$ cat config.mk
export PLATFORM = sky130hd
export DESIGN_NAME = rtc_tick_prescaler
export DESIGN_NICKNAME = d
export VERILOG_FILES = /design/src/rtl/rtc_pre_pkg.sv /design/src/rtl/rtc_pre_ctrl.sv /design/src/rtl/rtc_pre_frac.sv /design/src/rtl/rtc_pre_halver.sv /design/src/rtl/rtc_tick_prescaler.sv
export SDC_FILE = /design/constraint.sdc
export NUM_CORES = 1
export LEC_CHECK = 0
export BUFFER_PORTS_ARGS = -buffer_cell sky130_fd_sc_hd__buf_2
export CAP_MARGIN = 20
export CORE_ASPECT_RATIO = 0.75
export CORE_MARGIN = 1
export CORE_UTILIZATION = 40
export DETAILED_ROUTE_END_ITERATION = 6
export GPL_TIMING_DRIVEN = 1
export PLACE_DENSITY_LB_ADDON = 0.2
export SLEW_MARGIN = 5
export SYNTH_ARGS = -nofsm -noshare
export SYNTH_HDL_FRONTEND = slang
export SYNTH_SLANG_ARGS = --single-unit
export TNS_END_PERCENT = 50
$ cat constraint.sdc
create_clock -name clk_ref -period 2.4 [get_ports clk_ref]
set_input_delay 0.48 -clock clk_ref [delete_from_list [all_inputs] [get_ports clk_ref]]
set_output_delay 0.48 -clock clk_ref [all_outputs]
set_load 0.005 [all_outputs]
$ cat src/rtl/rtc_pre_pkg.sv
package rtc_pre_pkg;
  localparam int unsigned CTL_W   = 8;
  localparam int unsigned EN_BIT  = 7;
  localparam int unsigned SEL_LSB = 5;
  localparam int unsigned SEL_W   = 2;

  typedef logic [SEL_W-1:0] ref_sel_t;

  typedef struct packed {
    logic     en;
    ref_sel_t sel;
  } pre_ctl_t;
endpackage

$ cat src/rtl/rtc_pre_ctrl.sv
module rtc_pre_ctrl
  import rtc_pre_pkg::*;
(
  input  logic             clk_ref,
  input  logic             rst_n,
  input  logic             ctl_we,
  input  logic [CTL_W-1:0] ctl_wdata,
  output logic [CTL_W-1:0] ctl_rdata,
  output pre_ctl_t         ctl_o,
  output logic             chain_clr_o
);
  pre_ctl_t ctl_q;
  pre_ctl_t ctl_w;
  logic     unused_low_bits;

  assign ctl_w = '{en: ctl_wdata[EN_BIT], sel: ctl_wdata[SEL_LSB +: SEL_W]};
  assign unused_low_bits = ^ctl_wdata[SEL_LSB-1:0];

  always_ff @(posedge clk_ref or negedge rst_n) begin
    if (!rst_n) ctl_q <= '0;
    else if (ctl_we) ctl_q <= ctl_w;
  end

  // Clear the chain while idle, on a disable write, or when the select changes.
  always_comb begin
    chain_clr_o = !ctl_q.en;
    if (ctl_we && (!ctl_w.en || (ctl_w.sel != ctl_q.sel))) chain_clr_o = 1'b1;
    ctl_rdata = '0;
    ctl_rdata[EN_BIT] = ctl_q.en;
    ctl_rdata[SEL_LSB +: SEL_W] = ctl_q.sel;
  end

  assign ctl_o = ctl_q;


  ctl_readback_chk: assert property (@(posedge clk_ref) disable iff (!rst_n)
    ctl_we |=> (ctl_rdata[EN_BIT] == $past(ctl_wdata[EN_BIT])));


  ctl_low_zero_chk: assert property (@(posedge clk_ref) disable iff (!rst_n)
    ctl_rdata[SEL_LSB-1:0] == '0);
endmodule

$ cat src/rtl/rtc_pre_frac.sv
module rtc_pre_frac
  import rtc_pre_pkg::*;
#(
  parameter int unsigned REF0_HZ = 32768,
  parameter int unsigned REF1_HZ = 32000,
  parameter int unsigned REF2_HZ = 38400,
  parameter int unsigned BASE_HZ = 1024
) (
  input  logic     clk_ref,
  input  logic     rst_n,
  input  logic     clr_i,
  input  ref_sel_t sel_i,
  output logic     base_stb_o
);
  localparam int unsigned MAX01  = (REF0_HZ > REF1_HZ) ? REF0_HZ : REF1_HZ;
  localparam int unsigned MAX_HZ = (MAX01 > REF2_HZ) ? MAX01 : REF2_HZ;
  localparam int unsigned ACC_W  = $clog2(MAX_HZ + BASE_HZ + 1);

  logic [ACC_W-1:0] modulus;
  logic [ACC_W-1:0] acc_q;
  logic [ACC_W-1:0] acc_sum;
  logic             wrap;

  // Code 3 is reserved and falls back to the first reference.
  always_comb begin
    unique case (sel_i)
      2'd1:    modulus = ACC_W'(REF1_HZ);
      2'd2:    modulus = ACC_W'(REF2_HZ);
      default: modulus = ACC_W'(REF0_HZ);
    endcase
    acc_sum = acc_q + ACC_W'(BASE_HZ);
    wrap    = (acc_sum >= modulus);
  end

  always_ff @(posedge clk_ref or negedge rst_n) begin
    if (!rst_n) begin
      acc_q      <= '0;
      base_stb_o <= 1'b0;
    end else if (clr_i) begin
      acc_q      <= '0;
      base_stb_o <= 1'b0;
    end else begin
      base_stb_o <= wrap;
      acc_q      <= wrap ? (acc_sum - modulus) : acc_sum;
    end
  end


  acc_in_range_chk: assert property (@(posedge clk_ref) disable iff (!rst_n)
    acc_q < modulus);


  base_single_chk: assert property (@(posedge clk_ref) disable iff (!rst_n)
    base_stb_o |=> !base_stb_o);


  clr_zeroes_chk: assert property (@(posedge clk_ref) disable iff (!rst_n)
    clr_i |=> (!base_stb_o && (acc_q == '0)));
endmodule

$ cat src/rtl/rtc_pre_halver.sv
module rtc_pre_halver #(
  parameter int unsigned BASE_HZ = 1024,
  parameter int unsigned N_TAPS  = 9
) (
  input  logic              clk_ref,
  input  logic              rst_n,
  input  logic              clr_i,
  input  logic              base_stb_i,
  output logic              tick_sec_o,
  output logic [N_TAPS-1:0] tick_bin_o
);
  localparam int unsigned CNT_W = $clog2(BASE_HZ);

  logic [CNT_W-1:0]  cnt_q;
  logic [N_TAPS-1:0] hit;
  logic              hit_sec;

  // Tap i runs at 2^(i+1) Hz and needs its low CNT_W-1-i counter bits all ones.
  for (genvar i = 0; i < N_TAPS; i++) begin : g_tap
    localparam int unsigned LOW = CNT_W - 1 - i;
    assign hit[i] = &cnt_q[LOW-1:0];
  end
  assign hit_sec = &cnt_q;

  always_ff @(posedge clk_ref or negedge rst_n) begin
    if (!rst_n) begin
      cnt_q      <= '0;
      tick_bin_o <= '0;
      tick_sec_o <= 1'b0;
    end else if (clr_i) begin
      cnt_q      <= '0;
      tick_bin_o <= '0;
      tick_sec_o <= 1'b0;
    end else if (base_stb_i) begin
      cnt_q      <= cnt_q + CNT_W'(1);
      tick_bin_o <= hit;
      tick_sec_o <= hit_sec;
    end else begin
      tick_bin_o <= '0;
      tick_sec_o <= 1'b0;
    end
  end


  sec_nest_chk: assert property (@(posedge clk_ref) disable iff (!rst_n)
    tick_sec_o |-> tick_bin_o[N_TAPS-1]);

  for (genvar i = 0; i + 1 < N_TAPS; i++) begin : g_nest

    tap_nest_chk: assert property (@(posedge clk_ref) disable iff (!rst_n)
      tick_bin_o[i] |-> tick_bin_o[i+1]);
  end


  tick_single_chk: assert property (@(posedge clk_ref) disable iff (!rst_n)
    (tick_sec_o || (|tick_bin_o)) |=> (!tick_sec_o && (tick_bin_o == '0)));
endmodule

$ cat src/rtl/rtc_tick_prescaler.sv
module rtc_tick_prescaler
  import rtc_pre_pkg::*;
#(
  parameter int unsigned REF0_HZ = 32768,
  parameter int unsigned REF1_HZ = 32000,
  parameter int unsigned REF2_HZ = 38400,
  parameter int unsigned BASE_HZ = 1024,
  localparam int unsigned N_TAPS = $clog2(BASE_HZ) - 1
) (
  input  logic              clk_ref,
  input  logic              rst_n,
  input  logic              ctl_we,
  input  logic [CTL_W-1:0]  ctl_wdata,
  output logic [CTL_W-1:0]  ctl_rdata,
  output logic              tick_sec,
  output logic [N_TAPS-1:0] tick_bin
);
  pre_ctl_t ctl;
  logic     chain_clr;
  logic     base_stb;

  rtc_pre_ctrl u_ctrl (
    .clk_ref     (clk_ref),
    .rst_n       (rst_n),
    .ctl_we      (ctl_we),
    .ctl_wdata   (ctl_wdata),
    .ctl_rdata   (ctl_rdata),
    .ctl_o       (ctl),
    .chain_clr_o (chain_clr)
  );

  rtc_pre_frac #(
    .REF0_HZ (REF0_HZ),
    .REF1_HZ (REF1_HZ),
    .REF2_HZ (REF2_HZ),
    .BASE_HZ (BASE_HZ)
  ) u_frac (
    .clk_ref    (clk_ref),
    .rst_n      (rst_n),
    .clr_i      (chain_clr),
    .sel_i      (ctl.sel),
    .base_stb_o (base_stb)
  );

  rtc_pre_halver #(
    .BASE_HZ (BASE_HZ),
    .N_TAPS  (N_TAPS)
  ) u_halver (
    .clk_ref    (clk_ref),
    .rst_n      (rst_n),
    .clr_i      (chain_clr),
    .base_stb_i (base_stb),
    .tick_sec_o (tick_sec),
    .tick_bin_o (tick_bin)
  );


  idle_quiet_chk: assert property (@(posedge clk_ref) disable iff (!rst_n)
    !ctl.en |-> (!tick_sec && (tick_bin == '0)));
endmodule

==> flow_summary_export.csv <==
group,metric,value,unit
logic_synthesis,synth_edf_count,0,
grt,grt-ovfl-total,0,
run,drv_cap,0,
clocking,cts_made_buffers,5,
sta,hold_violations,0,
drt,via_count,1387,
floorplanning,die_y,61.0,microns
clocking,cts_max_level,2,
grt,grt_pass1_vias,1242,
drt,drtIter0Drc,57,
setup_path,ff2ff_path_depth,10,
drt,wirelength,3.64,mm
setup_path,end_kind,"flop",
sta,period_minus_slack,2.35,ns
floorplanning,rows,21,
logic_synthesis,synthFlopType,"dfrtp_1",
outcome,run_status,"completed",
logic_synthesis,synth_most_common_cell,"dfrtp_1",
cells_and_area,n_antenna_cell,0,
cells_and_area,drive_above_1_share,30.4,%
sta,slew_headroom,52.8,%
logic_synthesis,yosys-top-cells-area,"dfrtp_1 43%, ha_1 10%, xnor2_1 4.2%",
clocking,cts_buffer_depth,2,
logic_synthesis,synth_top_family_by_area,"simple AND/OR/NAND/NOR gates",
placed_design,hpwlAfterDp,2.64,mm
logic_synthesis,synthCells,179,
clocking,root_buffer,"clkbuf_8",
setup_path,worstSetupStartpointType,"flop",
logic_synthesis,synth_commonest_cells,"32 x dfrtp_1, 20 x nor2_1, 15 x ha_1",
grt,antenna_found_initial,0,
grt,grt_max_degree,33,
floorplanning,core_area,0.00447,sq mm
setup_path,arrival,2.50,ns
logic_synthesis,synthAdderAreaFrac,11.2,%
power_and_ir_drop,power.density,624,mW/mm^2
setup_path,cp.required,2.55,ns
drt,route.detailed.drc,0,
logic_synthesis,synth_area,0.00186,sq mm
cells_and_area,syn2layout_area_growth,22.2,%
logic_synthesis,synth-xor-area-share,7.08,%
logic_synthesis,synth_simple_gate_area_share,17.4,%
power_and_ir_drop,p_total,1.42,mW
logic_synthesis,synth_top_area_cell,"dfrtp_1",
clocking,tritoncts,"done",
logic_synthesis,ys_seq_elements,32,
logic_synthesis,ys_types,43,
clocking,clock-sinks,32,
setup_path,crit_type,"flop to flop",
clocking,clock_latency,0.28,ns
sta,hold_ws,0.248,ns
grt,grt_util_all_layers,16.7,%
drt,dr.pass1.iters,4,
power_and_ir_drop,p_leak,1.11,nW
sta,setup_viol,0,
logic_synthesis,synth_compound_area_share,11.0,%
grt,grt_pass1_wl,6.00,mm
setup_path,r2r_slack,0.05,ns
drt,ant_nets,0,
logic_synthesis,ys.warnings.count,0,
sta,fin_worst_skew,0.00738,ns
sta,maxSlewViolCount,0,
floorplanning,io_pins,29,
floorplanning,die_w,80.7,microns
floorplanning,fp.dieArea,0.00492,sq mm
setup_path,r2r_start,"u_ctrl.ctl_o[1]$_DFFE_PN0P_",
logic_synthesis,synth_top_area_share,43.1,%
logic_synthesis,ys_seq_area_share,43.1,%
power_and_ir_drop,vdd_drop_max,0.350,mV
sta,tightest_slew,0.707,ns
sta,fmax,0.426,GHz
cells_and_area,final_nets,240,
clocking,cts_hold_buf,0,
logic_synthesis,muxShareOfSynthArea,4.38,%
setup_path,r2r-end,"u_frac.acc_q[13]$_DFF_PN0_",
placed_design,io_buffer_count,18,
drt,viasPerCell,5.12,
sta,rsz0062_at_grt,"yes",
cells_and_area,fillers,406,
setup_path,crit_fanout,5,
sta,fin_crit_sh,97.8,%
drt,wl_per_cell,13.4,microns
logic_synthesis,synthArstFlopShare,100,%
clocking,clk_pin_slew,0.07,ns
placed_design,gp_congestion,0.834,
logic_synthesis,syn_avg_cell_area,10.4,sq um
cells_and_area,fin_util,50.8,%
floorplanning,start_util,41.6,%
worst_hold_path,hp-class,"input pin to asynchronous set/reset pin",
==> registers in the layout, indices dropped and copies added (netlist names) <==
register and cells:
u_halver.cnt_q 10, u_halver.tick_bin_o 9, u_frac.acc_q 8, u_ctrl.ctl_o 3, u_frac.base_stb_o 1, u_halver.tick_sec_o 1
==> worst max-delay path by stage <==
| stage | start | endpoint | slack (ns) | cells past startpoint |
|---|---|---|---|---|
| floorplan | u_ctrl.ctl_o[1]$_DFFE_PN0P_ | u_frac.acc_q[15]$_DFF_PN0_ | 0.05 | 10 |
| global placement | u_ctrl.ctl_o[1]$_DFFE_PN0P_ | u_frac.acc_q[13]$_DFF_PN0_ | -0.07 | 11 |
| detailed placement | u_ctrl.ctl_o[1]$_DFFE_PN0P_ | u_frac.acc_q[13]$_DFF_PN0_ | -0.12 | 11 |
| CTS | u_ctrl.ctl_o[1]$_DFFE_PN0P_ | u_frac.acc_q[13]$_DFF_PN0_ | -0.008 | 11 |
| global route | u_ctrl.ctl_o[1]$_DFFE_PN0P_ | u_frac.acc_q[9]$_DFFE_PN0P_ | -0.07 | 10 |
| finish | u_ctrl.ctl_o[1]$_DFFE_PN0P_ | u_frac.acc_q[13]$_DFF_PN0_ | 0.05 | 10 |
==> routing by layer <==
layer	routed length (microns)	part of all wire (%)	global-route usage [%]
met1	1810	50	22.9
met2	1570	43	24.8
met3	190	5.2	4.66
met4	68	1.9	7.40
met5	0	0	0
==> repair_timing <==
| item | in CTS | in global routing |
|---|---|---|
| resized for setup | 6 | 13 |
| endpoints found under the setup margin | 8 | 8 |
| endpoints found under the hold margin | 0 | 0 |
| pin swaps | 2 | 5 |
| buffers inserted | 1 | 2 |
==> worst max-delay path, cell delays in order, from the launching register on <==
cell	delay, ns
dfrtp_1	0.39
inv_2	0.08
ha_4	0.16
inv_1	0.10
ha_1	0.39
a21oi_4	0.20
o2111ai_1	0.13
a221o_1	0.40
buf_6	0.17
mux2i_1	0.14
nor2_1	0.06
==> report_power, final <==
| part | leakage, nW | switching (mW) | total [mW] | internal [mW] |
|---|---|---|---|---|
| registers | 0.437 | 0.0174 | 0.571 | 0.554 |
| clock network | 0.0510 | 0.191 | 0.419 | 0.228 |
| logic | 0.620 | 0.220 | 0.426 | 0.206 |
| total | 1.11 | 0.429 | 1.42 | 0.988 |
==> cell type report <==
class / instances / area [sq um] / area share (%)
Multi-Input combinational cell: 130 / 1060 / 46.6
Tap cell: 57 / 71.3 / 3.14
Clock buffer: 6 / 82.6 / 3.64
Inverter: 13 / 48.8 / 2.15
Timing Repair Buffer: 31 / 195 / 8.60
Clock inverter: 2 / 10.0 / 0.441
Sequential cell: 32 / 803 / 35.4
==> stage by stage <==
stage          instance area, sq um  setup TNS, ns  setup slack (ns)  cells
2_1_floorplan                  1870              0            0.0528    183
3_3_place_gp                   2050         -0.362           -0.0682    260
3_5_place_dp                   2050         -0.752            -0.117    260
4_1_cts                        2180       -0.00893          -0.00829    269
5_1_grt                        2270         -0.186           -0.0715    271
6_report                       2270              0            0.0517    271
==> cell families after synthesis <==
| family | Yosys count |
|---|---|
| simple gates | 62 |
| flops | 32 |
| compound gates | 24 |
| buf+inv | 21 |
| fa+ha+maj | 16 |
| xor+xnor | 15 |
| mux | 8 |
| other cells | 1 |
==> placed cells by master, fill, tap and decap left out, types with 2 or more instances in the layout <==
cell,Yosys,final
a211o_1,2,2
a211oi_2,3,3
a21oi_1,2,2
and3_1,11,11
buf_2,0,18
buf_4,5,11
buf_6,1,2
clkbuf_8,0,6
clkinv_2,0,2
conb_1,1,5
dfrtp_1,32,30
dfrtp_2,0,2
ha_1,15,8
ha_2,0,2
ha_4,0,5
inv_1,13,11
inv_2,0,2
mux2i_1,7,7
nand2_1,5,5
nand2b_1,3,3
nand3_1,11,11
nand4_1,3,3
nor2_1,20,20
nor3b_1,2,2
o21ai_0,4,4
xnor2_1,9,7
xnor2_2,0,2
xor2_1,6,5
Note: power is estimated with default switching activity, not from simulation.
